===== src/rtl/rxq_pkg.sv =====
package rxq_pkg;
  localparam int RXQ_DW = 8;

  typedef struct packed {
    logic              brk;
    logic              fe;
    logic              pe;
    logic [RXQ_DW-1:0] data;
  } rx_char_t;

  localparam int RXQ_EW = $bits(rx_char_t);
endpackage


===== src/rtl/rxq_deser.sv =====
module rxq_deser
  import rxq_pkg::*;
#(
  parameter int TICKS = 16
) (
  input  logic     clk,
  input  logic     rst,
  input  logic     tick,
  input  logic     rxd_s,
  input  logic [1:0] char_len,
  input  logic     par_en,
  input  logic     par_odd,
  output logic     done,
  output rx_char_t chr,
  output logic     brk_edge
);
  localparam int CW = $clog2(TICKS);
  localparam int BW = $clog2(RXQ_DW);
  localparam logic [CW-1:0] HALF = CW'(TICKS/2 - 1);
  localparam logic [CW-1:0] LAST = CW'(TICKS - 1);

  typedef enum logic [2:0] {ST_IDLE, ST_START, ST_DATA, ST_PAR, ST_STOP, ST_BRK} st_t;
  st_t st;

  logic [CW-1:0]     cnt, hicnt;
  logic [BW-1:0]     bidx;
  logic [RXQ_DW-1:0] sh;
  logic              pbit;
  logic [BW:0]       nbits;
  logic              zero_char, perr;

  assign nbits     = (BW+1)'(5) + (BW+1)'(char_len);
  assign zero_char = (sh == '0) && (!par_en || !pbit);
  assign perr      = par_en && ((^{sh, pbit}) != par_odd);

  always_ff @(posedge clk) begin
    if (rst) begin
      st <= ST_IDLE; cnt <= '0; hicnt <= '0; bidx <= '0; sh <= '0; pbit <= 1'b0;
      done <= 1'b0; brk_edge <= 1'b0; chr <= '0;
    end else begin
      done     <= 1'b0;
      brk_edge <= 1'b0;
      if (tick) begin
        case (st)
          ST_IDLE: if (!rxd_s) begin st <= ST_START; cnt <= '0; end
          ST_START: begin
            if (cnt == HALF) begin
              if (!rxd_s) begin st <= ST_DATA; cnt <= '0; bidx <= '0; sh <= '0; end
              else st <= ST_IDLE;
            end else cnt <= cnt + 1'b1;
          end
          ST_DATA: begin
            if (cnt == LAST) begin
              cnt <= '0;
              sh[bidx] <= rxd_s;
              if ({1'b0, bidx} == nbits - 1'b1) st <= par_en ? ST_PAR : ST_STOP;
              else bidx <= bidx + 1'b1;
            end else cnt <= cnt + 1'b1;
          end
          ST_PAR: begin
            if (cnt == LAST) begin cnt <= '0; pbit <= rxd_s; st <= ST_STOP; end
            else cnt <= cnt + 1'b1;
          end
          ST_STOP: begin
            if (cnt == LAST) begin
              cnt  <= '0;
              done <= 1'b1;
              if (!rxd_s && zero_char) begin
                chr      <= '{brk: 1'b1, fe: 1'b0, pe: 1'b0, data: '0};
                brk_edge <= 1'b1;
                hicnt    <= '0;
                st       <= ST_BRK;
              end else begin
                chr <= '{brk: 1'b0, fe: !rxd_s, pe: perr, data: sh};
                st  <= ST_IDLE;
              end
            end else cnt <= cnt + 1'b1;
          end
          ST_BRK: begin
            if (rxd_s) begin
              if (hicnt == HALF) begin st <= ST_IDLE; brk_edge <= 1'b1; end
              else hicnt <= hicnt + 1'b1;
            end else hicnt <= '0;
          end
          default: st <= ST_IDLE;
        endcase
      end
    end
  end


  brk_pulse_chk: assert property (@(posedge clk) disable iff (rst) brk_edge |=> !brk_edge);
endmodule


===== src/rtl/rxq_fifo.sv =====
module rxq_fifo #(
  parameter int DEPTH = 8,
  parameter int W     = 11,
  parameter int CNTW  = $clog2(DEPTH + 1)
) (
  input  logic            clk,
  input  logic            rst,
  input  logic            push,
  input  logic [W-1:0]    din,
  input  logic            pop,
  output logic [W-1:0]    head,
  output logic            full,
  output logic            empty,
  output logic [CNTW-1:0] count
);
  localparam int AW = $clog2(DEPTH);

  logic [W-1:0]  mem [DEPTH];
  logic [AW-1:0] wptr, rptr;

  always_ff @(posedge clk) begin
    if (push) mem[wptr] <= din;
  end

  always_ff @(posedge clk) begin
    if (rst) begin
      wptr <= '0; rptr <= '0; count <= '0;
    end else begin
      if (push) wptr <= wptr + 1'b1;
      if (pop)  rptr <= rptr + 1'b1;
      count <= count + CNTW'(push) - CNTW'(pop);
    end
  end

  assign head  = mem[rptr];
  assign full  = (count == CNTW'(DEPTH));
  assign empty = (count == '0);


  push_room_chk: assert property (@(posedge clk) disable iff (rst) push |-> !full);

  pop_data_chk: assert property (@(posedge clk) disable iff (rst) pop |-> !empty);
endmodule


===== src/rtl/rxq_uart_rx.sv =====
module rxq_uart_rx
  import rxq_pkg::*;
#(
  parameter int DEPTH = 8,
  parameter int TICKS = 16
) (
  input  logic       clk,
  input  logic       rst,
  input  logic       tick16,
  input  logic       rxd,
  input  logic [1:0] char_len,
  input  logic       par_en,
  input  logic       par_odd,
  input  logic       blk_mode,
  input  logic       cmd_err_clr,
  input  logic       cmd_rx_reset,
  input  logic       rd_en,
  output logic [7:0] rd_data,
  output logic [7:0] status,
  output logic       brk_change
);
  localparam int CNTW = $clog2(DEPTH + 1);

  logic rx_meta, rx_sync, rx_soft;
  assign rx_soft = rst | cmd_rx_reset;

  always_ff @(posedge clk) begin
    if (rst) begin rx_meta <= 1'b1; rx_sync <= 1'b1; end
    else begin rx_meta <= rxd; rx_sync <= rx_meta; end
  end

  logic     done;
  rx_char_t chr;

  rxq_deser #(.TICKS(TICKS)) u_deser (
    .clk(clk), .rst(rx_soft), .tick(tick16), .rxd_s(rx_sync),
    .char_len(char_len), .par_en(par_en), .par_odd(par_odd),
    .done(done), .chr(chr), .brk_edge(brk_change)
  );

  logic            push, pop, full, empty, mv;
  rx_char_t        din, head;
  logic [CNTW-1:0] count, cnt_nx;

  rxq_fifo #(.DEPTH(DEPTH), .W(RXQ_EW), .CNTW(CNTW)) u_fifo (
    .clk(clk), .rst(rx_soft), .push(push), .din(din), .pop(pop),
    .head(head), .full(full), .empty(empty), .count(count)
  );

  rx_char_t hold_q, hold_nx;
  logic     hold_v, hold_v_nx, ovr_set;
  logic     ovr_q, ffull_q, rxrdy_q;
  logic [2:0] sticky_q;

  assign pop    = rd_en && !empty;
  assign mv     = hold_v && !full;
  assign push   = mv || (done && !full);
  assign din    = mv ? hold_q : chr;
  assign cnt_nx = count + CNTW'(push) - CNTW'(pop);

  always_comb begin
    hold_v_nx = hold_v;
    hold_nx   = hold_q;
    ovr_set   = 1'b0;
    if (mv) begin
      if (done) hold_nx = chr;
      else      hold_v_nx = 1'b0;
    end else if (done && full) begin
      if (!hold_v) begin hold_v_nx = 1'b1; hold_nx = chr; end
      else ovr_set = 1'b1;
    end
  end

  always_ff @(posedge clk) begin
    if (rx_soft) begin
      hold_v <= 1'b0; hold_q <= '0; ovr_q <= 1'b0; sticky_q <= '0;
      ffull_q <= 1'b0; rxrdy_q <= 1'b0;
    end else begin
      hold_v  <= hold_v_nx;
      hold_q  <= hold_nx;
      ffull_q <= (cnt_nx == CNTW'(DEPTH)) || hold_v_nx;
      rxrdy_q <= (cnt_nx != '0);
      if (cmd_err_clr) begin
        ovr_q    <= 1'b0;
        sticky_q <= '0;
      end
      if (ovr_set) ovr_q <= 1'b1;
      if (push && !cmd_err_clr) sticky_q <= sticky_q | {din.brk, din.fe, din.pe};
    end
  end

  logic [2:0] flags;
  assign flags   = blk_mode ? sticky_q : (empty ? 3'b000 : {head.brk, head.fe, head.pe});
  assign status  = {flags, ovr_q, 2'b00, ffull_q, rxrdy_q};
  assign rd_data = empty ? 8'h00 : head.data;


  ffull_hold_chk: assert property (@(posedge clk) disable iff (rx_soft) ffull_q |-> (full || hold_v));

  rdy_nonempty_chk: assert property (@(posedge clk) disable iff (rx_soft) rxrdy_q |-> !empty);

  ovr_cause_chk: assert property (@(posedge clk) disable iff (rx_soft)
    $rose(ovr_q) |-> $past(done && full && hold_v));
endmodule


===== config.mk =====
export PLATFORM = sky130hd
export DESIGN_NAME = rxq_uart_rx
export DESIGN_NICKNAME = d
export VERILOG_FILES = /design/src/rtl/rxq_pkg.sv /design/src/rtl/rxq_deser.sv /design/src/rtl/rxq_fifo.sv /design/src/rtl/rxq_uart_rx.sv
export SDC_FILE = /design/constraint.sdc
export NUM_CORES = 1
export LEC_CHECK = 0
export ABC_AREA = 1
export BUFFER_PORTS_ARGS = -buffer_cell sky130_fd_sc_hd__buf_2
export CORE_ASPECT_RATIO = 1.2
export CORE_MARGIN = 5
export CORE_UTILIZATION = 50
export DETAILED_ROUTE_END_ITERATION = 10
export GPL_ROUTABILITY_DRIVEN = 1
export PLACE_DENSITY = 0.72
export SLEW_MARGIN = 20
export SYNTH_ARGS = -nofsm -noshare
export SYNTH_HDL_FRONTEND = slang
export SYNTH_HIERARCHICAL = 1
export SYNTH_SLANG_ARGS = --single-unit

===== constraint.sdc =====
create_clock -name clk -period 3.3 [get_ports clk]
set_input_delay 0.495 -clock clk [delete_from_list [all_inputs] [get_ports clk]]
set_output_delay 0.495 -clock clk [all_outputs]
set_load 0.02 [all_outputs]

==> results of run 1 <==
[worst max-delay path, stage by stage, from the launching register on]
cell and delay [ps]:
dfxtp_1 320, inv_1 100, ha_1 150, nor3b_4 510, nor2_1 260, ha_1 350, inv_1 60, ha_1 150
inv_1 60, fa_1 490, nand3b_1 100, nor2_1 100, nand3_1 80, nand2_1 60, inv_1 30
[how the worst min path moves through the flow]
stage,startpoint,to,slack (ps)
2_1_floorplan,rx_meta$_SDFF_PP1_,rx_sync$_SDFF_PP1_,390
3_3_place_gp,rx_meta$_SDFF_PP1_,rx_sync$_SDFF_PP1_,400
3_5_place_dp,rx_meta$_SDFF_PP1_,rx_sync$_SDFF_PP1_,400
4_1_cts,rxd,rx_meta$_SDFF_PP1_,230
5_1_grt,rxd,rx_meta$_SDFF_PP1_,250
6_report,rxd,rx_meta$_SDFF_PP1_,250
[cells in the mapped netlist, types with 2 or more instances]
master | instances | area (µm²)
a21oi_1 | 37 | 185.2
inv_4 | 2 | 12.51
edfxtp_1 | 88 | 2643
or2_0 | 6 | 37.54
nor2_2 | 4 | 25.02
clkbuf_1 | 9 | 33.78
nand2_1 | 286 | 1074
inv_2 | 10 | 37.54
buf_6 | 8 | 90.09
nand3_2 | 10 | 100.1
nand3_1 | 74 | 370.4
o21ai_0 | 27 | 135.1
nor2_1 | 79 | 296.5
or2_2 | 7 | 43.79
nor3_1 | 10 | 50.05
xnor2_1 | 5 | 43.79
nand4_1 | 6 | 37.54
dfxtp_1 | 69 | 1381
o22ai_1 | 6 | 37.54
inv_1 | 155 | 581.8
mux2_2 | 5 | 56.30
ha_1 | 15 | 187.7
fa_1 | 2 | 40.04
nand3_4 | 2 | 35.03
a21oi_2 | 8 | 70.07
nor3b_1 | 2 | 15.01
o21ai_1 | 3 | 15.01
buf_2 | 9 | 45.04
nor2_8 | 2 | 40.04
buf_4 | 9 | 67.56
mux2_4 | 3 | 45.04
nand2_2 | 5 | 31.28
nand2_4 | 2 | 22.52
[flip-flops by register name, indices dropped and copies added (netlist names), named ones only]
register,cells
u_fifo/mem,88
hold_q,11
u_deser/chr,11
u_deser/sh,8
u_deser/cnt,4
u_deser/hicnt,4
u_fifo/count,4
sticky_q,3
u_deser/bidx,3
u_deser/st,3
u_fifo/rptr,3
u_fifo/wptr,3
ffull_q,1
hold_v,1
ovr_q,1
rx_meta,1
rx_sync,1
rxrdy_q,1
u_deser/brk_edge,1
u_deser/done,1
u_deser/pbit,1
[per-layer routing]
layer  wire (µm)  vias up
met5           0        -
met4         310        0
met3         395       26
met2        7787       81
met1        6761     2688
li1            -     3123
[power by group]
group | switching, µW | internal (µW) | leakage, µW
combinational | 468 | 263 | 0.00238
sequential | 30.5 | 2070 | 0.00128
clock | 833 | 991 | 0.000271
total | 1330 | 3320 | 0.00392
[final cells by class]
type / instances / area share [%]
Clock buffer: 18 / 4.896
Clock inverter: 14 / 1.413
Tap cell: 208 / 2.969
Multi-Input combinational cell: 616 / 35.10
Timing Repair Buffer: 38 / 2.512
Sequential cell: 157 / 45.90
Inverter: 167 / 7.208
[kinds of logic (layout without fill, tap and decap cells)]
group	Yosys count	after routing
compound gates	84	84
xor+xnor	5	5
fa+ha+maj	17	17
buf+inv	203	237
flops	157	157
mux	8	8
other cells	1	2
simple gates	500	500
[per-stage QoR]
stage | worst slack, ps | total power (µW) | instances
floorplan | 663.4 | 2703 | 976
global placement | 190.1 | 2859 | 1186
detailed placement | 105.6 | 2871 | 1186
CTS | 76.43 | 4691 | 1218
global route | 90.01 | 4892 | 1218
finish | 375.8 | 4654 | 1218
==> run metrics, run 1 <==
status=finished clean; multi-input logic area=about 3100 µm²; fillers=about 1,400; Root Buffer=clkbuf_16; Reg2Reg Depth=14; RSZ-0062 raised after global routing=no; cells resized by post-CTS repair=0; GR Util All Layers=between 15 and 20%; Post-synth EDFFs=between 80 and 90; setup tns final=0 ps; # clock sinks=between 150 and 200; DR iter-0 viols=283; Final Max Slew Viols=0; vias in the first global route=between 5,000 and 6,000; Max Fclk=between 300 and 400 MHz; CTS buffer count=17; largest family of logic cells by synthesized area=simple AND/OR/NAND/NOR gates; Async SR Flop Fraction=0%; worst hold slack=between 200 and 300 ps; routability cong.=around 0.9; clk_lat worst skew=between 400 and 500 ps; CTS Hold Buffers Added=0; Crit. Startpoint=u_fifo/count[2]$_SDFF_PP0_; # setup viols final=0; H-tree depth=4; Worst R2R Start=u_fifo/count[2]$_SDFF_PP0_; grt met1 use=between 15 and 20%; area delta synth->final=9.933%; Final Cell Area=~8800 µm²; Setup CP Type=register to register; Synth Area in Adders=around 2.9%; Yosys reg bits=around 160; Ys Warns=6; storage element area=between 4000 and 5000 µm²; RR Endpoint=rxrdy_q$_SDFF_PP0_; power per cell area=around 530 nW/µm²; die area=18,580 µm²; CP Launch Type=register; share of layout cells above drive strength 1=between 10% and 20%; Post-route DRC=0; maximum VDD drop=approximately 250 µV; skew final=7.503 ps; GR met3 Demand/Resource=~3.3%; final hold violation count=0; HP Class=primary input to register; initial antenna violation count=0; Reg clk slew, reported paths=60 ps; via count=around 5,900; Static Leakage=0.003924 µW; Slew HR=between 40% and 50%; DP HPWL=10.76 mm; flop-to-flop setup slack=380 ps; largest net degree at the start of global routing=45; met2 usage=31.05%; total wire length=~15 mm; post-synthesis xor/xnor area fraction=less than 1%; Data required, critical path=3630 ps; IO Port Bufs=26; register area share after synthesis=between 50% and 60%; DR vias/cell=4.859; Worst Path Max Fanout=10; post-synthesis mux area share=1.271%; Cell Rows=50; DIE HEIGHT=between 100 and 150 µm; Yosys cell types=43; Core Util, Final=around 56%; Slew @ Worst Pin=870.6 ps; Worst Setup EP=rxrdy_q$_SDFF_PP0_; cell count after synthesis=between 900 and 1,000; Core ar.=15,640 µm²; # Post-CTS Setup Buffers=0; Post-DP Area=8207 µm²; worst hold path depth=2; I/O pins=29; min cycle time layout=~2900 ps; synthesized area per cell=between 8 and 9 µm²; gr busiest metal=met2; first-pass GRT wire length=about 26 mm; most common cell after layout, fill and taps aside=nand2_1; synthesized area=7974 µm²; CP arrival=roughly 3300 ps; Routed Antenna Nets=0; Starting Density=50.98%; Synth Flop Type=edfxtp_1; most frequent cells in the layout=nand2_1, inv_1, edfxtp_1, nor2_1, nand3_1; DIE WIDTH=about 130 µm; Synth Area in Simple Gates=between 20% and 30%; Synth Area in Compound Gates=5.837%; Post-layout nets=a little over 1,000; 1st-pass router iterations=5; CTS tree=yes; maxcap violations=0; Clock Path Buffers=2; gr ovfl total=0; antenna cells=0; Final period util=~90%; WL/cell=~13 µm; CP Capture Type=register
Power figures use the tool's default switching activity.
==> run 2, diff against run 1 <==
--- a/config.mk
+++ b/config.mk
@@ -7,12 +7,12 @@
 export LEC_CHECK = 0
 export ABC_AREA = 1
 export BUFFER_PORTS_ARGS = -buffer_cell sky130_fd_sc_hd__buf_2
-export CORE_ASPECT_RATIO = 1.2
+export CORE_ASPECT_RATIO = 1.1
 export CORE_MARGIN = 5
-export CORE_UTILIZATION = 50
+export CORE_UTILIZATION = 60
 export DETAILED_ROUTE_END_ITERATION = 10
 export GPL_ROUTABILITY_DRIVEN = 1
-export PLACE_DENSITY = 0.72
+export PLACE_DENSITY = 0.83
 export SLEW_MARGIN = 20
 export SYNTH_ARGS = -nofsm -noshare
 export SYNTH_HDL_FRONTEND = slang
==> run 2 against run 1 <==
Effect of this change:
- die area decreased by 16%
- flip-flop and latch count unchanged
- clock skew decreased by 1.6 ps
- hold slack improved by 28 ps
- via count increased by 2.0%
- total power increased by 2.0%
- critical path type unchanged
==> run metrics, run 2 (same netlist as run 1, synthesis figures left out) <==
status=finished clean; die area=15,700 µm² (-16%); CTS buffer count=17 (unchanged); clk_lat worst skew=420 ps (about the same); max incr delay on CP=480 ps (-30 ps); I/O pins=29 (unchanged); IO Port Bufs=26 (unchanged); CTS tree=yes; GR met3 Demand/Resource=4.778% (+1.5 points); Starting Density=60.86% (+9.9 points); skew final=5.916 ps (-1.588 ps); maxcap violations=0 (unchanged); Final Max Slew Viols=0 (unchanged); WL/cell=13.19 µm (+5.3%); most frequent cells in the layout=nand2_1, inv_1, edfxtp_1, nor2_1, nand3_1; Reg clk slew, reported paths=60 ps (about the same); largest net degree at the start of global routing=45 (unchanged); total wire length=15.46 mm (+1.3%); CTS Hold Buffers Added=0 (unchanged); Tot Pwr=4747 µW (+2.0%); Routed Antenna Nets=0 (unchanged); min cycle time layout=2703 ps (-221.6 ps); worst path cell trace=inv_1 -> ha_1 -> nor3b_1 -> nor2_1 -> ha_1 -> inv_1 -> ha_1 -> inv_1 -> fa_1 -> nand3b_1 -> nor2_1 -> nand3_1 -> nand2_1 -> inv_1; gr busiest metal=met2; Top reg by flops=u_fifo/mem; DIE HEIGHT=130.9 µm (-12%); H-tree depth=4 (unchanged); worst hold slack=278.2 ps (+27.77 ps); met2 usage=38.46% (+7.4 points); routability cong.=0.8896 (-1.0%); Slew HR=50.63% (+8.7 points); DIE WIDTH=119.9 µm (-4.3%); grt met1 use=25.08% (+5.1 points); DR vias/cell=5.152 (+6.0%); first-pass GRT wire length=26.92 mm (+4.4%); most common cell after layout, fill and taps aside=nand2_1; Core ar.=13,100 µm² (-16%); DR iter-0 viols=341 (+20%); CP Capture Type=register; Static Leakage=0.003947 µW (+0.59%); Crit. Startpoint=u_fifo/count[2]$_SDFF_PP0_; share of layout cells above drive strength 1=13.16% (about the same); HP Class=primary input to register; gr ovfl total=0 (unchanged); non-filler cells, final=1,172 (-3.8%); Root Buffer=clkbuf_16; Cell Rows=44 (-12%); # setup viols final=0 (unchanged); Setup CP Type=register to register; CP arrival=3020 ps (-230 ps); Slew @ Worst Pin=739.8 ps (-130.8 ps); 1st-pass router iterations=5 (unchanged); DP HPWL=10.52 mm (-2.3%); Placed Cells=1,140 (-3.9%); Worst R2R Start=u_fifo/count[2]$_SDFF_PP0_; # clock sinks=157 (unchanged); final hold violation count=0 (unchanged); fillers=1,063 (-25%); hold path start=rxd; maximum VDD drop=269.4 µV (+6.7%); Post-layout nets=1,027 (+0.097%); Core Util, Final=66.74% (+11 points); power per cell area=542.8 nW/µm² (+2.2%); vias in the first global route=5,915 (+6.5%); # Post-CTS Setup Buffers=0 (unchanged); cells resized by post-CTS repair=0 (unchanged); setup tns final=0 ps (unchanged); Worst Path Max Fanout=7 (-3); GR Util All Layers=21.39% (+4.3 points); Data required, critical path=3620 ps (about the same); via count=6,038 (+2.0%); Top Registers=u_fifo/mem: 88 flops, hold_q: 11 flops, u_deser/chr: 11 flops; area delta synth->final=9.666%; Clock Path Buffers=2 (unchanged); RSZ-0062 raised after global routing=no; CP dominant cell by count=inv_1; Post-route DRC=0 (unchanged); CP max stage cell=fa_1; Max Fclk=370.0 MHz (+8.2%); antenna cells=0 (unchanged); max reg flops=88 (unchanged); Final period util=81.89% (-6.7 points); initial antenna violation count=0 (unchanged); CP Launch Type=register
run 2: power breakdown:
part	internal [µW]	leakage (µW)	switching, µW	total [µW]
Combinational	263	0.00237	477	740
Sequential	2070	0.00128	23.6	2090
Clock	1150	0.000297	764	1920
run 2: layout make-up:
class,count,area (µm²),area share (%)
sequential,157,4024,46.02
multi-input combinational,616,3065,35.06
inverter,167,631.9,7.226
clock buffer,22,495.5,5.666
timing repair buffer,39,227.7,2.604
tap,161,201.4,2.304
clock inverter,10,98.84,1.130
run 2: per-stage QoR:
| step | instance area (µm²) | setup slack (ps) |
|---|---|---|
| after CTS | 8745 | 605.2 |
| after detailed placement | 8150 | 633.5 |
| after global routing | 8745 | 385.8 |
| final | 8745 | 597.5 |
| after global placement | 8150 | 711.4 |
| after floorplan | 7978 | 663.4 |
run 2: final timing paths:
kind                             end  slack [ps]  depth (start not counted)
setup / recovery  rxrdy_q$_SDFF_PP0_         600                         14
hold / removal    rx_meta$_SDFF_PP1_         280                          2
setup reg to reg  rxrdy_q$_SDFF_PP0_         600                         14
hold reg to reg   rx_sync$_SDFF_PP1_         410                          1
run 2: metal layers:
layer / routed length (µm) / share of wire [%]
met1: 6439 / 42
met2: 8009 / 52
met3: 684 / 4.4
met4: 325 / 2.1
met5: 0 / 0
run 2: critical path: cells and delay by family, from the launching register on:
family	cells	cell delay (ps)
simple gates	6	890
flops	1	350
fa+ha+maj	4	1130
buf+inv	4	220
==> run 3, diff against run 2 <==
--- a/config.mk
+++ b/config.mk
@@ -5,14 +5,14 @@
 export SDC_FILE = /design/constraint.sdc
 export NUM_CORES = 1
 export LEC_CHECK = 0
-export ABC_AREA = 1
+export ABC_AREA = 0
 export BUFFER_PORTS_ARGS = -buffer_cell sky130_fd_sc_hd__buf_2
 export CORE_ASPECT_RATIO = 1.1
 export CORE_MARGIN = 5
-export CORE_UTILIZATION = 60
+export CORE_UTILIZATION = 56
 export DETAILED_ROUTE_END_ITERATION = 10
 export GPL_ROUTABILITY_DRIVEN = 1
-export PLACE_DENSITY = 0.83
+export PLACE_DENSITY = 0.81
 export SLEW_MARGIN = 20
 export SYNTH_ARGS = -nofsm -noshare
 export SYNTH_HDL_FRONTEND = slang
==> constraint.sdc (replaced) <==
create_clock -name clk -period 2.3 [get_ports clk]
set_input_delay 0.345 -clock clk [delete_from_list [all_inputs] [get_ports clk]]
set_output_delay 0.345 -clock clk [all_outputs]
set_load 0.02 [all_outputs]
==> run 3 against run 2 <==
Effect of this change:
- the flow now finishes with violations (negative setup slack)
- total power rose by 48%
- sequential power rose by 44%
- via count fell by 23%
==> run metrics, run 3 <==
status=finished, violations left; violated checks=negative setup slack; most common cell in the synthesized netlist=edfxtp_1; Routed Antenna Nets=0 (unchanged); most frequent cells after synthesis=edfxtp_1, dfxtp_1, nor2_1, a21oi_1, nand2_1; # clock sinks=157 (unchanged); antenna cells=0 (unchanged); Final Max Slew Viols=0 (unchanged); die area=15,250 µm² (-2.9%); Post-route DRC=0 (unchanged); CP Launch Type=register; setup ws final=-197.9 ps (-795.4 ps); CTS buffer count=17 (unchanged); Yosys cell types=64 (+49%); Setup CP Type=register to primary output; Starting Density=57.04% (-3.8 points); Data required, critical path=1960 ps (-1660 ps); Synth Flop Type=edfxtp_1; Max Fclk=400.3 MHz; vias in the first global route=4,711 (-20%); CP arrival=2150 ps (-870 ps); WL/cell=18.73 µm (+42%); Ys Warns=6 (unchanged); DP HPWL=9.152 mm (-13%); CP Capture Type=primary output; HP Class=primary input to register; Synth top area share=36.64% (+3.5 points); Final Cell Area=8353 µm² (-4.5%); Worst Path Max Fanout=5 (-2); CTS tree=yes; most common cell after layout, fill and taps aside=edfxtp_1; power per cell area=839.3 nW/µm² (+55%); DIE WIDTH=118.2 µm (-1.4%); largest area contributor in the netlist=edfxtp_1; worst hold slack=106.4 ps (-171.9 ps); H-tree depth=4 (unchanged); skew final=9.012 ps (+3.096 ps); Slew @ Worst Pin=552.8 ps (-187.0 ps); Post-synth EDFFs=88 (unchanged); # setup viols final=11 (+11); Cell Rows=43 (-2.3%); IO Port Bufs=26 (unchanged); routability cong.=0.8906 (+0.11%); largest net degree at the start of global routing=40 (-11%); via count=4,661 (-23%); gr ovfl total=0 (unchanged); Area contributors post-synth=edfxtp_1, dfxtp_1, mux4_1, mux2_2, nor2_1; initial antenna violation count=0 (unchanged); Slew HR=62.80% (+12 points); total wire length=14.76 mm (-4.5%); area delta synth->final=15.82%; I/O pins=29 (unchanged); Place WS=38.66 ps (-594.9 ps); Final period util=108.6%; Post-DP Area=7619 µm² (-6.5%); GR Util All Layers=19.65% (-1.7 points); min cycle time layout=around 2500 ps; Async SR Flop Fraction=0% (unchanged); share of layout cells above drive strength 1=25.99% (+13 points); setup tns final=-1615 ps (-1615 ps); DR vias/cell=5.915 (+15%); RSZ-0062 raised after global routing=yes; most frequent cells in the layout=edfxtp_1, dfxtp_1, nor2_1, buf_4, a21oi_1; max reg flops=88 (unchanged); Static Leakage=0.002863 µW (-27%); clk_lat worst skew=420 ps (about the same); maximum VDD drop=622.8 µV (+130%); cell count after synthesis=572 (-41%); Reg clk slew, reported paths=60 ps (about the same); Yosys reg bits=157 (unchanged); Core ar.=12,640 µm² (-3.5%); Clock Path Buffers=2 (unchanged); first-pass GRT wire length=23.61 mm (-12%); register area share after synthesis=55.79% (+5.3 points); Top Registers=u_fifo/mem: 88 flops, hold_q: 11 flops, u_deser/chr: 11 flops; Top reg by flops=u_fifo/mem; DR iter-0 viols=369 (+8.2%); DIE HEIGHT=129.0 µm (-1.4%); maxcap violations=0 (unchanged); synthesized area=7212 µm² (-9.6%); Post-layout nets=647 (-37%); synthesized area per cell=12.61 µm² (+54%); 1st-pass router iterations=5 (unchanged); Root Buffer=clkbuf_16; final hold violation count=0 (unchanged)
[run 3: cell count changes in the layout (fill, tap and decap cells not counted), moves of 13 or more]
cell      change
nand2_1     -263
inv_1       -137
nand3_1      -57
nor2_1       -20
mux2i_1      +19
buf_4        +17
mux4_2       +17
nand2b_1     +13
[run 3: what timing repair did]
item	CTS	global route
buffers inserted	1	3
pin swaps	0	2
resized for setup	16	31
hold buffers	0	0
endpoints found under the setup margin	11	13
endpoints found under the hold margin	0	0
gates cloned	2	0
[run 3: stage by stage]
stage	power, µW	util, %	std cells
floorplan	3865	-	573
global route	7323	66.07	788
CTS	6888	65.52	785
detailed placement	4094	60.26	750
finish	7011	66.07	788
global placement	4044	60.26	750
[run 3: path summary, 6_finish.rpt]
check / from / to / slack [ps] / depth (start not counted)
worst max register to register: u_fifo/count[2]$_SDFF_PP0_ / ffull_q$_SDFF_PP0_ / 90 / 12
worst max-delay path: register / rd_data[7] / -200 / 6
worst min-delay path: rxd / rx_meta$_SDFF_PP1_ / 110 / 2
worst min register to register: rx_meta$_SDFF_PP1_ / rx_sync$_SDFF_PP1_ / 440 / 1
[run 3: cell type report]
type	instances	area (µm²)
Inverter	22	82.58
Multi-Input combinational cell	362	2978
Clock inverter	10	125.1
Timing Repair Buffer	58	465.4
Tap cell	157	196.4
Clock buffer	22	474.2
Fill cell	864	4290
Sequential cell	157	4031
[run 3: layer usage]
metal / part of all wire [%] / up-vias / global-route usage [%]
met5: 0 / - / 0
met4: 2.2 / 0 / 7.827
met2: 52 / 135 / 34.99
met3: 4.7 / 33 / 4.540
met1: 41 / 2297 / 23.16
li1: - / 2196 / -
[run 3: kinds of logic after synthesis]
| kind of cell | count (synthesis) | share of synthesized area, % |
|---|---|---|
| buffers and inverters | 54 | 3.660 |
| AO/OA/AOI/OAI | 88 | 8.310 |
| XOR/XNOR | 20 | 2.724 |
| other | 1 | 0.05200 |
| adder cells (fa/ha/maj) | 17 | 3.158 |
| flip-flops | 157 | 55.79 |
| AND/OR/NAND/NOR | 171 | 11.95 |
| multiplexers | 64 | 14.35 |
[run 3: report_power, final]
group / internal [µW] / switching [µW]
registers: 2980 / 20.4
logic: 576 / 631
clock network: 1700 / 1110
total: 5250 / 1760
[run 3: worst max-delay path: stages (launching register included)]
cell     delay [ps]
dfxtp_4         380
buf_12          120
buf_16          120
mux4_2          510
mux2_4          290
nor2b_2         170
buf_6           130
